File: src/rtl/divstep_pkg.sv
package divstep_pkg;
   localparam int unsigned DS_WIDTH = 32;

   typedef enum logic [1:0] {
      DS_IDLE = 2'd0,
      DS_INIT = 2'd1,
      DS_STEP = 2'd2
   } ds_cmd_e;

   typedef struct packed {
      logic q;
      logic m;
      logic t;
   } ds_flags_t;
endpackage

File: src/rtl/divstep_addsub.sv
module divstep_addsub #(
   parameter int unsigned WIDTH      = 32,
   parameter bit          ONE_ADDER  = 1'b1
) (
   input  logic [WIDTH-1:0] a_i,
   input  logic [WIDTH-1:0] b_i,
   input  logic             sub_i,
   output logic [WIDTH-1:0] sum_o,
   output logic             cb_o
);
   localparam int unsigned XW = WIDTH + 1;

   generate
      if (ONE_ADDER) begin : g_shared
         logic [XW-1:0] ext;
         logic [WIDTH-1:0] b_inv;
         always_comb begin
            b_inv = b_i ^ {WIDTH{sub_i}};
            ext   = {1'b0, a_i} + {1'b0, b_inv} + {{(XW-1){1'b0}}, sub_i};
            sum_o = ext[WIDTH-1:0];
            // for subtract, carry out of a + ~b + 1 is the inverse of borrow
            cb_o  = ext[XW-1] ^ sub_i;
         end
      end else begin : g_split
         logic [XW-1:0] ext_add;
         logic [XW-1:0] ext_sub;
         always_comb begin
            ext_add = {1'b0, a_i} + {1'b0, b_i};
            ext_sub = {1'b0, a_i} - {1'b0, b_i};
            sum_o   = sub_i ? ext_sub[WIDTH-1:0] : ext_add[WIDTH-1:0];
            cb_o    = sub_i ? ext_sub[XW-1]      : ext_add[XW-1];
         end
      end
   endgenerate
endmodule

File: src/rtl/divstep_qlogic.sv
module divstep_qlogic (
   input  logic msb_i,
   input  logic cb_i,
   input  logic m_i,
   output logic q_nx_o,
   output logic t_nx_o
);
   always_comb begin
      q_nx_o = msb_i ^ cb_i ^ m_i;
      t_nx_o = ~(q_nx_o ^ m_i);
   end
endmodule

File: src/rtl/divstep_unit.sv
module divstep_unit #(
   parameter int unsigned WIDTH     = divstep_pkg::DS_WIDTH,
   parameter bit          ONE_ADDER = 1'b1
) (
   input  logic             clk,
   input  logic             rst,
   input  logic             init_i,
   input  logic             init_signed_i,
   input  logic             step_i,
   input  logic [WIDTH-1:0] divisor_i,
   input  logic [WIDTH-1:0] rem_i,
   output logic [WIDTH-1:0] rem_o,
   output logic             q_o,
   output logic             m_o,
   output logic             t_o,
   output logic             done_o
);
   import divstep_pkg::*;

   localparam int unsigned MSB = WIDTH - 1;

   generate
      if (WIDTH < 2) begin : g_bad_width
         $error("divstep_unit: WIDTH must be at least 2");
      end
   endgenerate

   ds_flags_t        flags_q;
   ds_cmd_e          cmd;
   logic [WIDTH-1:0] shifted;
   logic [WIDTH-1:0] sum;
   logic             cb;
   logic             do_sub;
   logic             q_nx;
   logic             t_nx;
   logic             sign_x;
   logic [WIDTH-1:0] rem_q;
   logic             done_q;

   always_comb begin
      if (init_i)      cmd = DS_INIT;
      else if (step_i) cmd = DS_STEP;
      else             cmd = DS_IDLE;
      shifted = {rem_i[MSB-1:0], flags_q.t};
      do_sub  = (flags_q.q == flags_q.m);
      sign_x  = divisor_i[MSB] ^ rem_i[MSB];
   end

   divstep_addsub #(
      .WIDTH     (WIDTH),
      .ONE_ADDER (ONE_ADDER)
   ) u_addsub (
      .a_i   (shifted),
      .b_i   (divisor_i),
      .sub_i (do_sub),
      .sum_o (sum),
      .cb_o  (cb)
   );

   divstep_qlogic u_qlogic (
      .msb_i  (rem_i[MSB]),
      .cb_i   (cb),
      .m_i    (flags_q.m),
      .q_nx_o (q_nx),
      .t_nx_o (t_nx)
   );

   always_ff @(posedge clk) begin
      if (rst) begin
         flags_q <= '0;
         rem_q   <= '0;
         done_q  <= 1'b0;
      end else begin
         done_q <= 1'b0;
         unique case (cmd)
            DS_INIT: begin
               if (init_signed_i) begin
                  flags_q.q <= sign_x;
                  flags_q.m <= divisor_i[MSB];
                  flags_q.t <= sign_x;
               end else begin
                  flags_q <= '0;
               end
            end
            DS_STEP: begin
               rem_q     <= sum;
               flags_q.q <= q_nx;
               flags_q.t <= t_nx;
               done_q    <= 1'b1;
            end
            default: begin
            end
         endcase
      end
   end

   assign rem_o  = rem_q;
   assign q_o    = flags_q.q;
   assign m_o    = flags_q.m;
   assign t_o    = flags_q.t;
   assign done_o = done_q;
endmodule

File: config.mk
export PLATFORM = sky130hd
export DESIGN_NAME = divstep_unit
export DESIGN_NICKNAME = d
export VERILOG_FILES = /design/src/rtl/divstep_pkg.sv /design/src/rtl/divstep_addsub.sv /design/src/rtl/divstep_qlogic.sv /design/src/rtl/divstep_unit.sv
export SDC_FILE = /design/constraint.sdc
export NUM_CORES = 1
export LEC_CHECK = 0
export BUFFER_PORTS_ARGS = -buffer_cell sky130_fd_sc_hd__buf_2
export CAP_MARGIN = 25
export CORE_MARGIN = 4
export CORE_UTILIZATION = 50
export CTS_CLUSTER_DIAMETER = 100
export DETAILED_ROUTE_END_ITERATION = 10
export PLACE_DENSITY_LB_ADDON = 0.12
export SYNTH_ARGS = -nofsm -noshare
export SYNTH_HDL_FRONTEND = slang
export SYNTH_HIERARCHICAL = 1
export SYNTH_SLANG_ARGS = --single-unit
export TNS_END_PERCENT = 20
File: constraint.sdc
create_clock -name clk -period 9.15 [get_ports clk]
set_input_delay 1.83 -clock clk [delete_from_list [all_inputs] [get_ports clk]]
set_output_delay 1.83 -clock clk [all_outputs]
set_load 0.02 [all_outputs]
After elaboration in Yosys (flattened, before gate mapping)
Index checks and enable logic that the tools add are counted.
{"block": "totals", "regBits": 36, "input_bits": 69, "out_inout_bits": 36, "word_cells": 24}
{"block": "classes", "addsub": 2, "eq_ne": 3, "mux": 6, "n_bitwise": 7, "n_reduce_logical": 1}
{"op": "32-bit by 32-bit adder with 33-bit output", "count": 1}
{"op": "33-bit by 1-bit adder with 33-bit output", "count": 1}
{"op": "32-bit XOR", "count": 1}
{"op": "1-bit XOR", "count": 5}
{"op": "2-bit two-way mux", "count": 2}
{"op": "1-bit case mux with 2 select lines", "count": 2}
{"op": "3-bit two-way mux", "count": 1}
{"op": "2-bit by 1-bit == test with 1-bit output (second input constant)", "count": 1}
{"op": "2-bit == test (second input constant)", "count": 1}
{"op": "2-bit nonzero test", "count": 1}
{"op": "1-bit == test", "count": 1}
{"op": "1-bit two-way mux", "count": 1}
{"op": "1-bit NOT", "count": 1}

Depth between registers and ports, before layout
Gate-level depths: netlist (run 1).
{"block": "logic_depth", "depth_word": 10, "depth_mapped": 18, "ltp_nobuf": 16}

Modules after synthesis
The synthesis (run 1) kept the hierarchy.
{"module": "divstep_addsub", "n_inst": 1, "cells_each": 282, "area_per_inst_um2": 2033.2, "seq_area_each_um2": 0.0}
{"module": "divstep_unit", "n_inst": 1, "cells_each": 164, "area_per_inst_um2": 1297.5, "seq_area_each_um2": 720.7}
{"module": "divstep_qlogic", "n_inst": 1, "cells_each": 2, "area_per_inst_um2": 32.5, "seq_area_each_um2": 0.0}

Worst setup path after synthesis (run 1)
Ideal clock, no wire load.
{"block": "synth_path", "path_type": "in2reg", "startpoint": "input divisor_i[1]", "endpoint": "register flags_q, in the netlist q_o", "setup_time_ns": 0.115, "arrival_ns": 4.845, "t_required_ns": 9.035, "setup_slack_ns": 4.190, "stages": 14, "n_path_buf": 0, "cell_sequence": "xor2_1 -> inv_1 -> fa_1 -> nor2b_1 -> o2111ai_1 -> a21oi_1 -> nor4bb_1 -> o21a_1 -> o21ai_0 -> o311ai_0 -> xor3_1 -> inv_1 -> a21oi_1 -> o21a_1"}
{"block": "synth_via", "elab_chain_cells": 7}
{"element": "start, declared", "line_no": "divstep_unit.sv:10", "text": "input logic [WIDTH-1:0] divisor_i,"}
{"element": "32-bit XOR", "line_no": "divstep_addsub.sv:18", "text": "b_inv = b_i ^ {WIDTH{sub_i}};"}
{"element": "32-bit by 32-bit adder with 33-bit output", "line_no": "divstep_addsub.sv:19", "text": "ext = {1'b0, a_i} + {1'b0, b_inv} + {{(XW-1){1'b0}}, sub_i};"}
{"element": "33-bit by 1-bit adder with 33-bit output", "line_no": "divstep_addsub.sv:19"}
{"element": "1-bit XOR", "line_no": "divstep_addsub.sv:22", "text": "cb_o = ext[XW-1] ^ sub_i;"}
{"element": "net cb", "line_no": "divstep_unit.sv:32", "text": "logic cb;"}
{"element": "1-bit XOR (2 in a row)", "line_no": "divstep_qlogic.sv:9", "text": "q_nx_o = msb_i ^ cb_i ^ m_i;"}
{"element": "net q_nx", "line_no": "divstep_unit.sv:34", "text": "logic q_nx;"}
{"element": "1-bit case mux with 2 select lines", "line_no": "divstep_unit.sv:75", "text": "unique case (cmd)"}
{"element": "end, declared", "line_no": "divstep_unit.sv:28", "text": "ds_flags_t flags_q;"}
The timed path passes the listed nets, and every way through them passes these cells.
A chain may end at the register's enable or synchronous reset.

Final worst setup path (run 1)
Same ends and word-level chain as after synthesis.

==> run_results.csv, run 1 <==
group,metric,value,unit
sta,skew,0.005263,ns
sta,final_cycle_share,58.36,%
logic_synthesis,ys_top_cells_by_area,"dfxtp_1, xor2_1, ha_1",
clock_tree,worstSkewPairLatency,0.29,ns
clock_tree,clock_sinks,36,
critical_path,setup_cp_type,"input port to register",
logic_synthesis,synth_seq_cells,36,
sta,worst_slew_margin_rel,53.85,%
placed_design,dpl.hpwl,6491,microns
logic_synthesis,synth-edff-count,0,
logic_synthesis,mappedNetlistNets,549,
sta,setup_viol_count_final,0,
logic_synthesis,yosys_warnings,6,
logic_synthesis,postSynth.topFlopCell,"dfxtp_1",
sta,clock.fmax,0.1873,GHz
floorplanning,dieArea,8103,sq um
placed_design,io_buffers,104,
critical_path,crit_path_start_kind,"input port",
detailed_routing,drt-initial-drc-count,117,
finish,layout.cells.most_common_list,"buf_2, nand2_1, a21oi_1",
pwr,ir_worst_vdd,0.09284,mV
global_route,grt_max_degree,38,
clock_tree,cts-root-buf,"clkbuf_8",
global_route,groute.layer.met1.usage,27.68,%
detailed_routing,route.final.wire_length,8410,microns
detailed_routing,drt-pass1-iter-count,4,
finish,layout_commonest_cell,"buf_2",
global_route,top_usage_layer,"met2",
worst_hold_path,holdCritPathClass,"register to register",
sta,drv_slew,0,
logic_synthesis,syn-mean-instance-area,7.507,sq um
status,status,"complete, no violations",
run,timing.max_cap.violations,0,
global_route,antenna_violations_before_repair,0,
finish,post_route_cells_drive_above_1_share,22.76,%
finish,multi_input_comb_area,2477,sq um
logic_synthesis,yosys.area.top_type_share,21.43,%
logic_synthesis,postSynth.asyncResetShare,0,%
floorplanning,floorplan.io_pins,105,
sta,report.final.hold_viol_count,0,
clock_tree,number_of_buffers_on_the_longest_clock_path,2,
detailed_routing,antenna_violating_nets_post_route,0,
critical_path,cp_slowest_cell,"o311ai_0",
global_route,gr-usage-all-layers,21.01,%
clock_tree,clkSlewWorstSetupHoldPaths,0.07,ns
sta,grt_setup_unrepaired,"no",
pwr,powerDensity,197.1,nW/um^2
clock_tree,cts_hold_repair.buffers,0,
critical_path,arrival,5.52,ns
sta,setup_total_negative_slack,0,ns
finish,nFillCells,620,
critical_path,path_cells,"buf_2 > xor2_1 > inv_1 > fa_1 > nor2b_1 > o2111ai_1 > a21oi_1 > nor4bb_1 > o21a_1 > o21ai_0 > o311ai_0 > xor3_1 > inv_1 > a21oi_1 > o21a_1",
pwr,report.power.total,786.4,uW
global_route,grt_util_met2,35.72,%
detailed_routing,detailroute.via_count,3358,
clock_tree,ctsResizeCount,0,
critical_path,crit_fanout,4,
finish,seq_area,720.7,sq um
floorplanning,start_util,52.37,%
clock_tree,postCtsSetupBuffers,0,
clock_tree,tritoncts_buffer_count,5,
critical_path,critical-path-max-stage-delay,0.66,ns
floorplanning,floorplan.die.width,90.02,microns
logic_synthesis,synth.distinct_cells,51,
logic_synthesis,synth_area,3363,sq um
finish,finalNetCount,636,
placed_design,place.gp.congestion,0.8783,
finish,area_delta_synth_final,18.64,%
clock_tree,h_tree_depth,2,
critical_path,setup.worst_path.end_class,"register",
critical_path,worstPathRequired,9.33,ns
floorplanning,die_ht,90.02,microns
sta,layout_min_cycle_time,5.340,ns
global_route,met3_usage,3.506,%
logic_synthesis,synth-seq-area-share,21.43,%
finish,antenna-diode-count,0,
global_route,grt_pass1_vias,3284,
floorplanning,floorplan.rows,29,
sta,worst_slew_pin_slew,0.6923,ns
logic_synthesis,post_synthesis_cells,448,
detailed_routing,routed_wire_length_per_instance,13.72,microns
global_route,wire_length_of_the_first_global_routing_pass,14700,microns
detailed_routing,remaining_drcs,0,
clock_tree,tritoncts,"yes",
global_route,grt-ovfl-total,0,
floorplanning,core-area,6422,sq um
detailed_routing,viasPerCell,5.478,
logic_synthesis,synth_area_leader_cell,"dfxtp_1",
pwr,power_leakage,0.001879,uW
-- worst max-delay path, delay by kind of cell --
family	cells	cell delay, ns
compound gates	7	1.75
xor+xnor	2	0.70
fa+ha+maj	1	0.43
buf+inv	3	0.25
simple gates	2	0.56
-- logic make-up (layout without fill, tap and decap cells) --
logic type / after synthesis / count (layout) / share of synthesized area [%]
AOI/OAI and AO/OA: 125 / 125 / 23.29
xor gates and xnor gates: 66 / 66 / 17.63
adders and majority gates: 32 / 32 / 12.13
buffers and inverters: 39 / 127 / 5.208
DFF: 36 / 36 / 21.43
muxes: 1 / 1 / 0.4091
and+or+nand+nor: 149 / 149 / 19.90
-- cells in the mapped netlist (2+ instances only) --
master	n
inv_1	12
o21a_1	6
o21ai_1	2
a31oi_1	3
a311o_1	2
a2111oi_0	2
o21bai_1	2
nand2_1	84
a41o_1	2
dfxtp_1	36
xnor2_1	20
nand3_1	8
o211ai_1	2
and3_1	4
nand2b_1	6
nor2_1	17
xor2_1	45
nor3_1	7
a211oi_1	2
ha_1	31
a21o_1	12
a21oi_1	61
buf_4	4
a211o_1	2
or3_1	2
clkbuf_1	17
o2111ai_1	2
nor2b_1	4
o21ai_0	15
buf_2	5
and2_1	4
nand4_1	8
-- report_power, final --
group	switching [uW]	total (uW)	internal, uW
clock network	59.4	140	80.9
registers	9.89	187	177
logic	264	459	196
-- state kept, by name, summed over array words and instances (netlist names) --
| signal | count |
|---|---|
| rem_o | 32 |
| done_o | 1 |
| m_o | 1 |
| t_o | 1 |
| q_o | 1 |
-- per-stage QoR --
| stage | utilization, % | instances | hold slack (ns) | area [sq um] | setup slack (ns) |
|---|---|---|---|---|---|
| finish | 62.13 | 613 | 0.4512 | 3990 | 3.810 |
| CTS | 62.13 | 613 | 0.4543 | 3990 | 3.804 |
| global placement | 60.45 | 605 | 0.4396 | 3882 | 3.709 |
| detailed placement | 60.45 | 605 | 0.4435 | 3882 | 3.516 |
| floorplan | - | 448 | 0.5327 | 3363 | 4.190 |
| global route | 62.13 | 613 | 0.4678 | 3990 | 3.403 |
-- area by class of cell --
| type | count | area share (%) |
|---|---|---|
| flip-flops and latches | 36 | 18.06 |
| well taps | 77 | 2.415 |
| multi-input cells | 373 | 62.09 |
| repair buffers | 107 | 13.61 |
| inverters | 12 | 1.129 |
| clock buffers | 6 | 1.819 |
| clock inverters | 2 | 0.8780 |
-- metal layers --
| layer | vias up | routed length, microns |
|---|---|---|
| met5 | - | 0 |
| met1 | 1537 | 4050 |
| met4 | 0 | 54 |
| li1 | 1732 | - |
| met3 | 4 | 411 |
| met2 | 85 | 3895 |
-- worst paths after layout --
kind | slack, ns | depth (start not counted) | end | start
worst max-delay path | 3.81 | 15 | q_o | divisor_i[1]
worst min-delay path | 0.45 | 2 | rem_o[6] | rem_o[6]
worst max register to register | 4.31 | 16 | q_o | m_o
worst min register to register | 0.45 | 2 | rem_o[6] | rem_o[6]
Note: power is estimated with default switching activity, not from simulation.
==> run 2: changes to the inputs <==
CORE_UTILIZATION = 47   (was 50)
clock period = 4.85 ns   (was 9.15 ns; I/O delays follow)
==> run_results.csv, run 2 (synthesized netlist as in run 1, its figures left out) <==
group,metric,value,unit
placed_design,place.gp.congestion,0.8438,
clock_tree,worstSkewPairLatency,0.28,ns
clock_tree,tritoncts,"yes",
critical_path,rr_endpoint,"q_o",
critical_path,setup_cp_type,"register to register",
pwr,power.share.combinational,58.6,%
finish,layout.cells.most_common_list,"buf_2, nand2_1, a21oi_1",
global_route,antenna_violations_before_repair,0,
global_route,grt_max_degree,37,
clock_tree,number_of_buffers_on_the_longest_clock_path,2,
global_route,gr-usage-all-layers,19.57,%
detailed_routing,drt-pass1-iter-count,4,
detailed_routing,drt-initial-drc-count,126,
clock_tree,h_tree_depth,2,
sta,worst_slew_margin_rel,56.01,%
pwr,powerDensity,368.5,nW/um^2
sta,skew,0.004268,ns
pwr,share_seq_of_total_power,23.8,%
floorplanning,core-area,6869,sq um
finish,antenna-diode-count,0,
clock_tree,ctsResizeCount,0,
floorplanning,die_ht,92.59,microns
clock_tree,tritoncts_buffer_count,5,
pwr,internal_power,857.4,uW
sta,setup_viol_count_final,0,
detailed_routing,antenna_violating_nets_post_route,0,
placed_design,dp_worst_setup_slack,0.1111,ns
placed_design,io_buffers,104,
detailed_routing,detailroute.via_count,3327,
run,timing.max_cap.violations,0,
detailed_routing,routed_wire_length_per_instance,13.27,microns
finish,post-route-cell-area,4025,sq um
pwr,ir_worst_vdd,0.1228,mV
clock_tree,cts-root-buf,"clkbuf_8",
sta,setup_total_negative_slack,0,ns
critical_path,cp_slowest_cell,"o311ai_0",
critical_path,worstPathRequired,5.03,ns
detailed_routing,remaining_drcs,0,
clock_tree,cts_hold_repair.buffers,0,
floorplanning,dieArea,8573,sq um
critical_path,reg2regPathDepth,15,
critical_path,r2r-start,"m_o",
clock_tree,clkSlewWorstSetupHoldPaths,0.07,ns
critical_path,critical-path-max-stage-delay,0.65,ns
critical_path,path_cells,"xnor2_2 > buf_4 > xor2_1 > ha_1 > nor2b_1 > o2111ai_1 > a21oi_1 > nor4bb_1 > o21a_1 > o21ai_0 > o311ai_0 > xor3_1 > inv_1 > a21oi_1 > o21a_1",
sta,layout_min_cycle_time,4.544,ns
global_route,wire_length_of_the_first_global_routing_pass,14200,microns
pwr,sw_frac_of_total,42.19,%
placed_design,dpl.hpwl,6709,microns
pwr,power_switching,625.7,uW
worst_hold_path,hold_depth,2,
worst_hold_path,holdCritStartpoint,"rem_o[13]",
sta,drv_slew,0,
pwr,clock_group_share_of_total_power,17.6,%
sta,final_cycle_share,93.70,%
detailed_routing,viasPerCell,5.256,
critical_path,crit_fanout,14,
finish,finalNetCount,637,
placed_design,dpl-instance-area,3914,sq um
sta,worst_slew_pin_slew,0.6516,ns
worst_hold_path,min_delay_worst_endpoint,"rem_o[13]",
worst_hold_path,holdCritPathClass,"register to register",
floorplanning,floorplan.die.width,92.59,microns
sta,layout_setup_ws,0.3055,ns
floorplanning,start_util,48.96,%
clock_tree,postCtsSetupBuffers,0,
floorplanning,floorplan.rows,30,
clock_tree,clock_sinks,36,
finish,post_route_cells_drive_above_1_share,23.09,%
floorplanning,floorplan.io_pins,105,
global_route,grt_pass1_vias,3208,
detailed_routing,route.final.wire_length,8403,microns
pwr,power_leakage,0.001883,uW
sta,report.final.hold_viol_count,0,
sta,clock.fmax,0.2200,GHz
critical_path,setup.worst_path.end_class,"register",
critical_path,arrival,4.72,ns
sta,grt_setup_unrepaired,"no",
global_route,grt-ovfl-total,0,
status,status,"complete, no violations",
critical_path,crit_path_start_kind,"register",
finish,flip_flop_count_of_the_largest_register_after_layout,32,
finish,layout_commonest_cell,"buf_2",
finish,area_delta_synth_final,19.68,%
critical_path,setup_slack_reg_to_reg,0.31,ns
[run 2: changes by cell type in the layout (fill, tap and decap cells not counted)]
cell        change
clkinvlp_4      +1
buf_4           +1
clkbuf_1        -1
[run 2: through the flow]
step	total power (uW)	util, %	hold WS, ns	instances
floorplan	1028	-	0.5327	448
global placement	1216	56.98	0.4405	625
detailed placement	1222	56.98	0.4442	625
CTS	1488	58.60	0.4545	633
global route	1615	58.60	0.4761	633
finish	1483	58.60	0.4533	633
[run 2: cell type report]
cell class | count | area, sq um
Fill cell | 699 | 2844
Inverter | 12 | 45.04
Multi-Input combinational cell | 373 | 2477
Clock buffer | 5 | 68.82
Tap cell | 96 | 120.1
Clock inverter | 3 | 42.54
Timing Repair Buffer | 108 | 550.5
Sequential cell | 36 | 720.7
[run 2: worst max-delay path, delay by kind of cell (launching register included)]
family,cells,cell delay [ns]
compound gates,7,1.76
xor+xnor,3,0.94
simple gates,2,0.65
buf+inv,2,0.38
flops,1,0.37
fa+ha+maj,1,0.35
[run 2: worst max-delay path by stage]
stage,from,slack [ns],end
2_1_floorplan,m_o,0.65,q_o
3_3_place_gp,divisor_i[1],0.29,q_o
3_5_place_dp,divisor_i[1],0.11,q_o
4_1_cts,m_o,0.37,q_o
5_1_grt,m_o,0.02,q_o
6_report,m_o,0.31,q_o
[run 2: metal layers]
layer | global-route usage [%] | wire length, microns | vias up
met4 | 5.322 | 69 | 0
met1 | 25.99 | 4000 | 1498
met3 | 2.600 | 444 | 7
met5 | 0 | 0 | -
met2 | 33.17 | 3888 | 90
li1 | - | - | 1732
[run 2: power by group through the flow]
stage          registers (uW)  logic (uW)  clock network (uW)
5_1_grt                   359         971                 284
3_3_place_gp              359         857                   0
2_1_floorplan             406         622                   0
3_5_place_dp              361         862                   0
6_report                  353         869                 261
4_1_cts                   354         867                 267
==> run 3: changes to the inputs <==
CORE_UTILIZATION = 50   (was 47)
clock period = 5 ns   (was 4.85 ns; I/O delays follow)
==> run_results.csv, run 3 (synthesized netlist as in run 1, its figures left out) <==
group,metric,value,unit
status,status,"complete, no violations",
detailed_routing,routed_wire_length_per_instance,13.86,microns
clock_tree,tritoncts,"yes",
clock_tree,cts_hold_repair.buffers,0,
sta,drv_slew,0,
critical_path,worstPathRequired,5.19,ns
sta,worst_slew_pin_slew,0.7270,ns
floorplanning,floorplan.rows,29,
detailed_routing,antenna_violating_nets_post_route,0,
global_route,grt-ovfl-total,0,
detailed_routing,drt-pass1-iter-count,4,
global_route,antenna_violations_before_repair,0,
clock_tree,ctsResizeCount,0,
detailed_routing,viasPerCell,5.550,
finish,final_util,61.93,%
global_route,top_usage_layer,"met2",
floorplanning,dieArea,8103,sq um
clock_tree,h_tree_depth,2,
finish,finalNetCount,637,
finish,flip_flop_count_of_the_largest_register_after_layout,32,
clock_tree,postCtsSetupBuffers,0,
global_route,grt_max_degree,37,
finish,layout.cells.most_common_list,"buf_2, nand2_1, a21oi_1",
clock_tree,clock_sinks,36,
pwr,powerDensity,351.8,nW/um^2
floorplanning,start_util,52.37,%
floorplanning,core-area,6422,sq um
placed_design,place.gp.congestion,0.8653,
pwr,ir_worst_vdd,0.1635,mV
detailed_routing,detailroute.via_count,3408,
pwr,power_leakage,0.001876,uW
global_route,groute.layer.met1.usage,28.34,%
detailed_routing,route.final.wire_length,8513,microns
clock_tree,clkSlewWorstSetupHoldPaths,0.08,ns
sta,skew,0.006871,ns
floorplanning,floorplan.die.width,90.02,microns
sta,worst_slew_margin_rel,51.53,%
clock_tree,cts-root-buf,"clkbuf_8",
floorplanning,floorplan.io_pins,105,
critical_path,setup_cp_type,"register to register",
run,timing.max_cap.violations,0,
clock_tree,number_of_buffers_on_the_longest_clock_path,2,
detailed_routing,remaining_drcs,0,
critical_path,crit_fanout,15,
global_route,grt_pass1_vias,3364,
critical_path,crit_path_start_kind,"register",
sta,final_cycle_share,88.14,%
worst_hold_path,holdCritPathClass,"register to register",
global_route,met3_usage,4.174,%
sta,clock.fmax,0.2269,GHz
pwr,report.power.total,1399,uW
finish,area_delta_synth_final,18.27,%
clock_tree,worstSkewPairLatency,0.29,ns
sta,report.final.hold_viol_count,0,
finish,post_route_cells_drive_above_1_share,23.09,%
critical_path,arrival,4.60,ns
global_route,wire_length_of_the_first_global_routing_pass,15080,microns
placed_design,io_buffers,104,
sta,setup_total_negative_slack,0,ns
sta,setup_viol_count_final,0,
global_route,gr-usage-all-layers,21.45,%
finish,layout_commonest_cell,"buf_2",
detailed_routing,drt-initial-drc-count,120,
clock_tree,tritoncts_buffer_count,5,
sta,grt_setup_unrepaired,"no",
floorplanning,die_ht,90.02,microns
critical_path,setup.worst_path.end_class,"register",
global_route,grt_util_met2,35.22,%
finish,antenna-diode-count,0,
sta,layout_min_cycle_time,4.407,ns
placed_design,dpl.hpwl,6592,microns
## run 3: changes by cell type in the layout (fill, tap and decap cells not counted)
cell,previous run,this run
bufinv_16,1,0
clkinv_2,1,2
clkinv_4,0,1
clkinvlp_4,1,0
## run 3: metrics by stage
step	instance area, sq um	instances	hold slack [ns]	setup WS, ns
5_1_grt	3978	614	0.4735	0.1844
4_1_cts	3978	614	0.4559	0.5803
3_3_place_gp	3890	606	0.4390	0.3916
3_5_place_dp	3890	606	0.4435	0.3140
2_1_floorplan	3363	448	0.5327	0.7983
6_report	3978	614	0.4518	0.5930
## run 3: critical path, cell delays in order (launching register included)
cell	delay [ns]
dfxtp_1	0.37
xnor2_2	0.30
buf_4	0.33
xor2_1	0.12
ha_1	0.35
nor2b_1	0.20
o2111ai_1	0.16
a21oi_1	0.32
nor4bb_1	0.34
o21a_1	0.18
o21ai_0	0.17
o311ai_0	0.64
xor3_1	0.53
inv_1	0.06
a21oi_1	0.05
o21a_1	0.16
## run 3: path summary, 6_finish.rpt
path	startpoint	endpoint	slack (ns)	depth (start not counted)
hold / removal	rem_o[0]	rem_o[0]	0.45	2
setup reg to reg	m_o	q_o	0.59	15
hold reg to reg	rem_o[0]	rem_o[0]	0.45	2
setup / recovery	m_o	q_o	0.59	15
## run 3: layout make-up
| cell class | instances | area [sq um] |
|---|---|---|
| Multi-Input combinational cell | 373 | 2477 |
| Sequential cell | 36 | 720.7 |
| Fill cell | 614 | 2445 |
| Inverter | 12 | 45.04 |
| Clock buffer | 5 | 68.82 |
| Clock inverter | 3 | 18.77 |
| Timing Repair Buffer | 108 | 550.5 |
| Tap cell | 77 | 96.34 |
## run 3: where the power goes
part / internal [uW] / switching (uW) / total (uW) / leakage [uW]
Sequential: 324 / 18.5 / 342 / 0.000295
Combinational: 360 / 483 / 843 / 0.00153
Clock: 97.3 / 117 / 214 / 0.0000479
Total: 781 / 618 / 1400 / 0.00188
## run 3: per-layer routing
layer / wire length [microns] / vias up
met5: 0 / -
met4: 87 / 0
met3: 494 / 8
met2: 3934 / 102
met1: 3997 / 1564
li1: - / 1734
